[src/rtl/mtmr_pkg.sv]
package mtmr_pkg;
  // Register select, taken from address bits [3:2]; the order sets the offsets.
  typedef enum logic [1:0] {
    SEL_TIME_LO = 2'd0,
    SEL_TIME_HI = 2'd1,
    SEL_CMP_LO  = 2'd2,
    SEL_CMP_HI  = 2'd3
  } mtmr_sel_e;
endpackage

[src/rtl/mtmr_split_counter.sv]
module mtmr_split_counter #(
  parameter int HALF_W = 32
) (
  input  logic              clk,
  input  logic              rst,
  input  logic              en,
  input  logic              wr_lo,
  input  logic              wr_hi,
  input  logic [HALF_W-1:0] wdata,
  output logic [HALF_W-1:0] lo_o,
  output logic [HALF_W-1:0] hi_o
);
  logic [HALF_W-1:0] lo_q, hi_q;
  logic              carry_q;

  // Low half: a write wins over the increment; the carry is taken when the low half is all ones.
  always_ff @(posedge clk) begin
    if (rst) begin
      lo_q    <= '0;
      carry_q <= 1'b0;
    end else if (wr_lo) begin
      lo_q    <= wdata;
      carry_q <= 1'b0;
    end else if (en) begin
      lo_q    <= lo_q + HALF_W'(1);
      carry_q <= &lo_q;
    end else begin
      carry_q <= 1'b0;
    end
  end

  // High half: takes the registered carry one clock after the low half wraps.
  always_ff @(posedge clk) begin
    if (rst)        hi_q <= '0;
    else if (wr_hi) hi_q <= wdata;
    else            hi_q <= hi_q + HALF_W'(carry_q);
  end

  assign lo_o = lo_q;
  assign hi_o = hi_q;

  assert_lo_step_R2: assert property (@(posedge clk) disable iff (rst)
    (en && !wr_lo) |=> (lo_q == $past(lo_q) + HALF_W'(1)));
  assert_lo_hold_R2: assert property (@(posedge clk) disable iff (rst)
    (!en && !wr_lo) |=> $stable(lo_q));
  assert_hi_carry_R3: assert property (@(posedge clk) disable iff (rst)
    (carry_q && !wr_hi) |=> (hi_q == $past(hi_q) + HALF_W'(1)));
  assert_lo_write_R4: assert property (@(posedge clk) disable iff (rst)
    wr_lo |=> (lo_q == $past(wdata)));
endmodule

[src/rtl/mtmr_split_compare.sv]
module mtmr_split_compare #(
  parameter int HALF_W = 32
) (
  input  logic              clk,
  input  logic              rst,
  input  logic [HALF_W-1:0] t_lo,
  input  logic [HALF_W-1:0] t_hi,
  input  logic [HALF_W-1:0] c_lo,
  input  logic [HALF_W-1:0] c_hi,
  output logic              match_o
);
  logic hi_gt_q, hi_eq_q, lo_ge_q;

  // Each half is compared on its own; the three partial results are registered.
  always_ff @(posedge clk) begin
    if (rst) begin
      hi_gt_q <= 1'b0;
      hi_eq_q <= 1'b0;
      lo_ge_q <= 1'b0;
    end else begin
      hi_gt_q <= t_hi >  c_hi;
      hi_eq_q <= t_hi == c_hi;
      lo_ge_q <= t_lo >= c_lo;
    end
  end

  assign match_o = hi_gt_q | (hi_eq_q & lo_ge_q);

  assert_hi_dominates_R11: assert property (@(posedge clk) disable iff (rst)
    (t_hi < c_hi) |=> !match_o);
endmodule

[src/rtl/mtmr_oneshot.sv]
module mtmr_oneshot (
  input  logic clk,
  input  logic rst,
  input  logic match_i,
  input  logic rearm_i,
  output logic irq_o
);
  logic armed_q, settle_q, irq_q;

  // A compare write arms the pulse and blanks one cycle while the partial compares refresh.
  always_ff @(posedge clk) begin
    if (rst) begin
      armed_q  <= 1'b0;
      settle_q <= 1'b0;
      irq_q    <= 1'b0;
    end else begin
      settle_q <= rearm_i;
      irq_q    <= 1'b0;
      if (rearm_i) begin
        armed_q <= 1'b1;
      end else if (armed_q && !settle_q && match_i) begin
        irq_q   <= 1'b1;
        armed_q <= 1'b0;
      end
    end
  end

  assign irq_o = irq_q;

  assert_irq_single_R8: assert property (@(posedge clk) disable iff (rst)
    irq_q |=> !irq_q);
  assert_irq_cause_R8: assert property (@(posedge clk) disable iff (rst)
    irq_q |-> $past(match_i));
  assert_no_early_R10: assert property (@(posedge clk) disable iff (rst)
    rearm_i |=> !irq_q);
  assert_disarmed_R9: assert property (@(posedge clk) disable iff (rst)
    (irq_q && !rearm_i) |=> !armed_q);
endmodule

[src/rtl/mtmr_top.sv]
module mtmr_top #(
  parameter int                ADDR_W    = 32,
  parameter int                DATA_W    = 32,
  parameter logic [ADDR_W-1:0] BASE_ADDR = 32'hFFFF_FF90
) (
  input  logic                clk,
  input  logic                rst,
  input  logic                count_en,
  input  logic                req_i,
  input  logic                we_i,
  input  logic [ADDR_W-1:0]   addr_i,
  input  logic [DATA_W-1:0]   wdata_i,
  output logic                ack_o,
  output logic [DATA_W-1:0]   rdata_o,
  output logic [2*DATA_W-1:0] time_o,
  output logic                irq_o
);
  import mtmr_pkg::*;

  localparam int TIME_W  = 2 * DATA_W;
  localparam int WIN_LSB = 4;

  logic              hit;
  mtmr_sel_e         sel;
  logic              wr_tlo, wr_thi, wr_clo, wr_chi;
  logic [DATA_W-1:0] t_lo, t_hi, cmp_lo_q, cmp_hi_q;
  logic              match;
  logic              ack_q;
  logic [DATA_W-1:0] rdata_q, rd_mux;
  logic [TIME_W-1:0] time_w;

  // Address decode: 16-byte window at the base, word-aligned only.
  assign hit = (addr_i[ADDR_W-1:WIN_LSB] == BASE_ADDR[ADDR_W-1:WIN_LSB]) && (addr_i[1:0] == 2'b00);
  assign sel = mtmr_sel_e'(addr_i[3:2]);

  assign wr_tlo = req_i && we_i && hit && (sel == SEL_TIME_LO);
  assign wr_thi = req_i && we_i && hit && (sel == SEL_TIME_HI);
  assign wr_clo = req_i && we_i && hit && (sel == SEL_CMP_LO);
  assign wr_chi = req_i && we_i && hit && (sel == SEL_CMP_HI);

  mtmr_split_counter #(.HALF_W(DATA_W)) i_counter (
    .clk   (clk),
    .rst   (rst),
    .en    (count_en),
    .wr_lo (wr_tlo),
    .wr_hi (wr_thi),
    .wdata (wdata_i),
    .lo_o  (t_lo),
    .hi_o  (t_hi)
  );

  always_ff @(posedge clk) begin
    if (rst) begin
      cmp_lo_q <= '0;
      cmp_hi_q <= '0;
    end else begin
      if (wr_clo) cmp_lo_q <= wdata_i;
      if (wr_chi) cmp_hi_q <= wdata_i;
    end
  end

  mtmr_split_compare #(.HALF_W(DATA_W)) i_compare (
    .clk     (clk),
    .rst     (rst),
    .t_lo    (t_lo),
    .t_hi    (t_hi),
    .c_lo    (cmp_lo_q),
    .c_hi    (cmp_hi_q),
    .match_o (match)
  );

  mtmr_oneshot i_oneshot (
    .clk     (clk),
    .rst     (rst),
    .match_i (match),
    .rearm_i (wr_clo | wr_chi),
    .irq_o   (irq_o)
  );

  always_comb begin
    case (sel)
      SEL_TIME_LO: rd_mux = t_lo;
      SEL_TIME_HI: rd_mux = t_hi;
      SEL_CMP_LO:  rd_mux = cmp_lo_q;
      SEL_CMP_HI:  rd_mux = cmp_hi_q;
      default:     rd_mux = '0;
    endcase
  end

  always_ff @(posedge clk) begin
    if (rst) begin
      ack_q   <= 1'b0;
      rdata_q <= '0;
    end else begin
      ack_q   <= req_i;
      rdata_q <= (req_i && !we_i && hit) ? rd_mux : '0;
    end
  end

  assign time_w  = {t_hi, t_lo};
  assign time_o  = time_w;
  assign ack_o   = ack_q;
  assign rdata_o = rdata_q;

  assert_ack_follows_R6: assert property (@(posedge clk) disable iff (rst)
    req_i |=> ack_o);
  assert_ack_only_R6: assert property (@(posedge clk) disable iff (rst)
    !req_i |=> !ack_o);
  assert_unmapped_zero_R7: assert property (@(posedge clk) disable iff (rst)
    (req_i && !we_i && !hit) |=> (rdata_o == '0));
  assert_cmp_hold_R5: assert property (@(posedge clk) disable iff (rst)
    !(req_i && we_i && hit) |=> ($stable(cmp_lo_q) && $stable(cmp_hi_q)));
endmodule

[config.mk]
export PLATFORM = sky130hd
export DESIGN_NAME = mtmr_top
export DESIGN_NICKNAME = d
export VERILOG_FILES = /design/src/rtl/mtmr_pkg.sv /design/src/rtl/mtmr_split_counter.sv /design/src/rtl/mtmr_split_compare.sv /design/src/rtl/mtmr_oneshot.sv /design/src/rtl/mtmr_top.sv
export SDC_FILE = /design/constraint.sdc
export NUM_CORES = 1
export LEC_CHECK = 0
export ABC_AREA = 1
export ABC_CLOCK_PERIOD_IN_PS = 4500
export CORE_ASPECT_RATIO = 1.1
export CORE_UTILIZATION = 40
export DETAILED_ROUTE_END_ITERATION = 12
export DONT_BUFFER_PORTS = 1
export SYNTH_ARGS = -nofsm -noshare
export SYNTH_HDL_FRONTEND = slang
export SYNTH_SLANG_ARGS = --single-unit
[constraint.sdc]
create_clock -name clk -period 4.5 [get_ports clk]
set_input_delay 0.9 -clock clk [delete_from_list [all_inputs] [get_ports clk]]
set_output_delay 0.9 -clock clk [all_outputs]
set_load 0.005 [all_outputs]
==> summary.txt, run 1 <==
Run status
  – Status: complete, but fails checks
  – Failing checks: DRC

Critical path
  – FF-to-FF setup slack: 2.11 ns
  – CP Capture Type: flop
  – Setup crit end: i_counter.hi_o[28]$_SDFF_PP0_
  – Critical path launch point: addr_i[3]
  – Crit-path max FO: 32
  – CP startpoint kind: input pin
  – Crit Path Category: in -> reg
  – R2R depth: 8
  – WP data required: 4.88 ns
  – Critical R2R Launch: i_counter.lo_o[0]$_SDFFE_PP0P_
  – Worst Path Arrival: 2.94 ns
  – RR Endpoint: i_counter.lo_o[22]$_SDFFE_PP0P_

Floorplan
  – IO Pins: 167
  – Die area: 0.0256 mm²
  – Initial Util: 40.8%
  – Row count: 60
  – Die X: 153 µm
  – Area of the core: 0.0245 mm²
  – Height of the die: 168 µm

Power and ir drop
  – Pint: 2.38 mW
  – Clock power share: 48.0%
  – Static leakage: 4.44 nW
  – Sw Ratio: 24.2%
  – Worst IR drop on VDD: 0.000263 V
  – Power Density: 291 mW/mm²
  – Comb pwr share: 3.8%
  – Flop pwr share: 48.2%
  – Sw Pwr: 0.760 mW

Timing
  – Tmin final: 2.57 ns
  – Slew headroom: 18.1%
  – Final Hold Vio Count: 0
  – Worst Tran Pin Value: 1.23 ns
  – TNS Setup: 0 ns
  – Setup WS post-layout: 1.93 ns
  – Max Clock Skew: 0.0100 ns
  – Final setup fails: 0
  – RSZ-0062 raised after global routing: false
  – Fin crit share: 57.1%
  – Final Slew Violations: 0
  – FMAX: 0.389 GHz

Final layout
  – Share of post-route cells with drive strength above 1: 4.67%
  – # fillers: 2,570
  – Antenna cells: 0
  – Multi-input logic area: 0.00576 mm²
  – Final nets: 1,559
  – Area Growth Syn to Fin: 8.07%
  – Register area: 0.00336 mm²

Drt
  – Initial drt markers: 869
  – Drt drc: 14
  – TritonRoute pass-1 iters: 9
  – Avg Vias per Cell: 5.69
  – Final ANT Viol Nets: 0
  – Routed WL: 35,500 µm
  – Routed vias: 9,941
  – Wire per inst: 20.3 µm

Placed design
  – Post-detail-place hpwl: 26,200 µm
  – Pre-CTS setup slack: 1.54 ns
  – I/O Buffers: 0
  – Final GP Congestion: 0.892

Logic synthesis
  – Synth Net Count: 1,589
  – Ys async rst share: 0%
  – Adder-Cell Fraction of Synth Area: 8.40%
  – Synth area leader: dfxtp_1
  – Top-area cell type share of the netlist area: 33.7%
  – Main combinational cell family by area after synthesis: simple AND/OR/NAND/NOR gates
  – Synth cell types: 43
  – Mux cell area share after synthesis: 0%
  – Yosys warnings: 0
  – Netlist Area Pre-Place: 0.00998 mm²
  – Post-Synthesis Cells: 1,453
  – Top post-synthesis cells by area: dfxtp_1 (34%), nor2_1 (10%), nand2_1 (10%)
  – Seq/Total Area, Yosys: 33.7%
  – Compound-cell area share of the yosys netlist: 15.1%
  – Synth Flop Type: dfxtp_1
  – Syn avg cell area: 6.87 µm²
  – Post-Synth XOR/XNOR Area: 3.42%
  – Simple-gate portion of the synthesized area: 30.7%
  – Number of synthesized flops with an enable pin: 0
  – #FFs+latches synth: 168

GRT
  – Largest net degree at the start of global routing: 85
  – GRT overflow: 0
  – Initial antenna violation count: 1
  – Global-route wire length before repair: 54,400 µm
  – GRT Util Overall: 27.8%
  – Vias in the first global route: 9,206

CTS
  – CTS-repair resized insts: 0
  – Postcts setup bufs: 0
  – Clock Pin Slew Worst Setup and Hold Paths: 0.07 ns
  – Clk root buf: clkbuf_16
  – Clock tree from TritonCTS: done
  – Total CTS buffers: 17
  – Clk_lat worst skew: 0.44 ns
  – Clock sinks: 168
  – Hold buffer count at CTS: 0
  – CTS HTree Levels: 4
  – Clock buffer depth: 2

Job
  – Max cap viols: 0

Min path
  – Min-delay worst type: reg -> reg
metrics by stage:
step,utilization [%],instances,cell area [µm²],power (mW),hold WS (ns)
floorplan,-,1453,9980,1.63,0.446
global placement,41.6,1714,10200,1.66,0.463
detailed placement,41.6,1714,10200,1.66,0.470
CTS,44.1,1746,10800,3.16,0.486
global route,44.1,1746,10800,3.23,0.514
finish,44.1,1746,10800,3.14,0.488
Yosys cell counts (9+ instances only):
library cell / count
o21ai_0: 50
nand4_1: 26
nand2_1: 272
a221oi_1: 16
inv_1: 158
o221ai_1: 15
nor3_1: 21
ha_1: 67
xor2_1: 29
dfxtp_1: 168
buf_2: 15
a21oi_1: 64
o22ai_1: 16
a211oi_1: 63
nand3_1: 95
nor2_1: 277
clkbuf_1: 35
xnor2_1: 10
nor2_2: 9
power groups by stage:
| stage | registers, mW | logic [mW] | clock network [mW] |
|---|---|---|---|
| final | 1.51 | 0.119 | 1.51 |
| after global routing | 1.51 | 0.132 | 1.58 |
| after CTS | 1.51 | 0.119 | 1.53 |
| after detailed placement | 1.55 | 0.118 | 0 |
| after global placement | 1.55 | 0.117 | 0 |
| after floorplan | 1.54 | 0.0934 | 0 |
worst min path at each step:
stage / start / end / slack (ns) / cells past startpoint
after floorplan: i_oneshot.armed_q$_SDFFE_PP0P_ / i_oneshot.armed_q$_SDFFE_PP0P_ / 0.45 / 2
after global placement: i_oneshot.armed_q$_SDFFE_PP0P_ / i_oneshot.armed_q$_SDFFE_PP0P_ / 0.46 / 2
after detailed placement: i_oneshot.armed_q$_SDFFE_PP0P_ / i_oneshot.armed_q$_SDFFE_PP0P_ / 0.47 / 2
after CTS: i_oneshot.armed_q$_SDFFE_PP0P_ / i_oneshot.armed_q$_SDFFE_PP0P_ / 0.49 / 2
after global routing: cmp_hi_q[21]$_SDFFE_PP0P_ / cmp_hi_q[21]$_SDFFE_PP0P_ / 0.51 / 2
final: i_oneshot.armed_q$_SDFFE_PP0P_ / i_oneshot.armed_q$_SDFFE_PP0P_ / 0.49 / 2
registers in the layout, summed over array words and instances, names as in the netlist:
name,cells
cmp_hi_q,32
cmp_lo_q,32
i_counter.hi_o,32
i_counter.lo_o,32
rdata_o,32
ack_o,1
i_compare.hi_eq_q,1
i_compare.hi_gt_q,1
i_compare.lo_ge_q,1
i_counter.carry_q,1
i_oneshot.armed_q,1
i_oneshot.irq_o,1
i_oneshot.settle_q,1
per-layer routing:
| metal | up-vias | share of wire (%) | GRT usage [%] |
|---|---|---|---|
| met5 | - | 0.037 | 0 |
| met4 | 2 | 3.4 | 11.6 |
| met3 | 79 | 9.5 | 6.44 |
| met2 | 461 | 45 | 45.8 |
| met1 | 4625 | 42 | 34.9 |
| li1 | 4774 | - | - |
final cells by class:
cell class | count | share of cell area [%]
clock buffers | 19 | 4.20
flip-flops and latches | 168 | 31.2
well taps | 310 | 3.59
repair buffers | 11 | 0.765
clock inverters | 13 | 1.36
inverters | 159 | 5.53
multi-input cells | 1066 | 53.4
critical path: stages:
cell and delay (ns):
inv_1 0.03, nand2_1 0.52, inv_1 0.12, nand2_1 0.72, buf_4 0.37, o21ai_0 0.13, nor2_1 0.13
cell families (layout without fill, tap and decap cells):
group,count (synthesis),count (layout)
AND/OR/NAND/NOR,724,724
XOR/XNOR,39,39
flip-flops,168,168
adder cells (fa/ha/maj),67,67
AO/OA/AOI/OAI,236,236
buffers and inverters,219,202
placed cells by master (no fill, tap or decap), types with 5 or more instances in the layout:
| cell type | instances |
|---|---|
| a211oi_1 | 63 |
| a21oi_1 | 64 |
| a221oi_1 | 16 |
| buf_4 | 11 |
| clkbuf_16 | 17 |
| clkinv_4 | 5 |
| dfxtp_1 | 168 |
| ha_1 | 67 |
| inv_1 | 158 |
| nand2_1 | 272 |
| nand3_1 | 95 |
| nand3b_1 | 5 |
| nand4_1 | 26 |
| nor2_1 | 276 |
| nor2_2 | 10 |
| nor3_1 | 21 |
| o21ai_0 | 50 |
| o221ai_1 | 15 |
| o22ai_1 | 16 |
| xnor2_1 | 10 |
| xor2_1 | 29 |
No activity file was read; power rests on OpenSTA's default activity.
==> inputs of run 2 (changes only) <==
--- a/config.mk
+++ b/config.mk
@@ -6,7 +6,7 @@
 export NUM_CORES = 1
 export LEC_CHECK = 0
 export ABC_AREA = 1
-export ABC_CLOCK_PERIOD_IN_PS = 4500
+export ABC_CLOCK_PERIOD_IN_PS = 2600
 export CORE_ASPECT_RATIO = 1.1
 export CORE_UTILIZATION = 40
 export DETAILED_ROUTE_END_ITERATION = 12
==> constraint.sdc (replaced) <==
create_clock -name clk -period 2.6 [get_ports clk]
set_input_delay 0.52 -clock clk [delete_from_list [all_inputs] [get_ports clk]]
set_output_delay 0.52 -clock clk [all_outputs]
set_load 0.005 [all_outputs]
==> run 2 against run 1 <==
Effect of this change: the flow still finishes with violations (DRC); routed wire length rose by 2.2%; count of clock-buffer cells in the layout is 2 lower; final cell count is 2.2% higher; flip-flop and latch count unchanged; total power increased by 74%; via count is 0.53% higher; critical path depth increased by 1; design area rose by 3.0%; combinational power increased by 93%; critical endpoint is now i_counter.lo_o[22]$_SDFFE_PP0P_; largest cell class unchanged.
==> summary.txt, run 2 (synthesized netlist as in run 1, its figures left out) <==
Run status
  – Status: complete, but fails checks
  – Failing checks: DRC

Floorplan
  – Area of the core: 0.0245 mm²
  – Height of the die: 168 µm
  – Initial Util: 40.8%
  – IO Pins: 167
  – Row count: 60
  – Die X: 153 µm
  – Die area: 0.0256 mm²

GRT
  – Vias in the first global route: 9,144
  – GRT overflow: 0
  – GRT Util Overall: 28.2%
  – Initial antenna violation count: 0
  – Largest net degree at the start of global routing: 85
  – Global-route wire length before repair: 55,100 µm

Final layout
  – Share of post-route cells with drive strength above 1: 7.19%
  – Area Growth Syn to Fin: 11.3%
  – Most frequent cells in the layout: nor2_1 (276), nand2_1 (272), dfxtp_1 (168), inv_1 (158), nand3_1 (95)
  – Antenna cells: 0
  – Final nets: 1,598
  – Commonest non-fill, non-tap cell in the layout: nor2_1

Timing
  – TNS Setup: 0 ns
  – Max Clock Skew: 0.0144 ns
  – FMAX: 0.426 GHz
  – Final setup fails: 0
  – RSZ-0062 raised after global routing: false
  – Final Hold Vio Count: 0
  – Tmin final: 2.35 ns
  – Slew headroom: 60.5%
  – Smallest hold slack: 0.140 ns
  – Worst Tran Pin Value: 0.592 ns
  – Fin crit share: 90.3%
  – Final Slew Violations: 0

Placed design
  – Post-detail-place hpwl: 27,700 µm
  – I/O Buffers: 0
  – Final GP Congestion: 0.937

Drt
  – Initial drt markers: 846
  – Drt drc: 14
  – Final ANT Viol Nets: 0
  – Avg Vias per Cell: 5.60
  – Routed vias: 9,994
  – Wire per inst: 20.3 µm
  – Routed WL: 36,300 µm
  – TritonRoute pass-1 iters: 11

Critical path
  – CP Capture Type: flop
  – Largest delay contributor family on the critical path: simple AND/OR/NAND/NOR gates
  – Crit-path max FO: 5
  – Most used cell along the critical path: nor2_1
  – Crit Path Category: reg -> reg
  – Critical path's slowest cell: dfxtp_1
  – Critical Path Max Stage Delay: 0.60 ns
  – Critical R2R Launch: i_counter.lo_o[0]$_SDFFE_PP0P_
  – CP startpoint kind: flop
  – CP Buf/Inv Count: 1
  – FF-to-FF setup slack: 0.25 ns
  – WP data required: 2.92 ns
  – Worst Path Arrival: 2.67 ns
  – Critical path launch point: i_counter.lo_o[0]$_SDFFE_PP0P_
  – CP Cell Sequence: ha_1 -> nand3_1 -> nor2_1 -> nand4_1 -> inv_1 -> a21boi_0 -> nor3_1 -> nor2_1

CTS
  – Clock buffer depth: 2
  – Clock Pin Slew Worst Setup and Hold Paths: 0.08 ns
  – Hold buffer count at CTS: 0
  – Clk_lat worst skew: 0.44 ns
  – Clock sinks: 168
  – Total CTS buffers: 17
  – CTS-repair resized insts: 0
  – Clk root buf: clkbuf_16
  – Postcts setup bufs: 0
  – CTS HTree Levels: 4
  – Clock tree from TritonCTS: done

Min path
  – Hold Crit Start: rst
  – Min-delay worst type: in -> reg

Power and ir drop
  – Worst IR drop on VDD: 0.000420 V
  – Power Density: 491 mW/mm²
  – Static leakage: 4.65 nW

Job
  – Max cap viols: 0
==> run 2: per-stage QoR <==
stage               instances  worst slack [ns]  cell area (µm²)  power (mW)  util, %
floorplan                1453             0.811             9980        2.82        -
global placement         1753             0.259            10500        2.89     43.0
detailed placement       1753             0.251            10500        2.89     43.0
CTS                      1785             0.224            11100        5.47     45.4
global route             1785             0.135            11100        5.61     45.4
finish                   1785             0.252            11100        5.45     45.4
==> run 2: cell type report <==
cell class	count	area (µm²)
Timing Repair Buffer	50	413
Sequential cell	168	3360
Clock inverter	15	164
Inverter	159	597
Fill cell	2510	13400
Clock buffer	17	425
Tap cell	310	388
Multi-Input combinational cell	1066	5760
==> run 2: where the power goes <==
group | switching (mW) | internal [mW] | total (mW)
registers | 0.0221 | 2.58 | 2.61
logic | 0.160 | 0.0706 | 0.230
clock network | 1.18 | 1.44 | 2.61
==> run 2: metal layers <==
layer,routed length [µm],part of all wire (%),up-vias,global-route usage [%]
met5,0,0,-,0
met4,893,2.5,0,9.05
met3,3110,8.6,52,5.25
met2,17000,47,409,47.3
met1,15300,42,4692,36.5
li1,-,-,4841,-
==> run 2: worst paths after layout <==
check	end	depth (start not counted)
worst min register to register	cmp_lo_q[16]$_SDFFE_PP0P_	2
worst min-delay path	i_oneshot.settle_q$_SDFF_PP0_	1
worst max-delay path	i_counter.lo_o[22]$_SDFFE_PP0P_	8
worst max register to register	i_counter.lo_o[22]$_SDFFE_PP0P_	8
==> run 2: worst register-to-register path, delay by kind of cell (launching register included) <==
family / cells / cell delay (ns)
AO/OA/AOI/OAI: 1 / 0.12
flip-flops: 1 / 0.60
AND/OR/NAND/NOR: 5 / 0.99
buffers and inverters: 1 / 0.23
adder cells (fa/ha/maj): 1 / 0.29
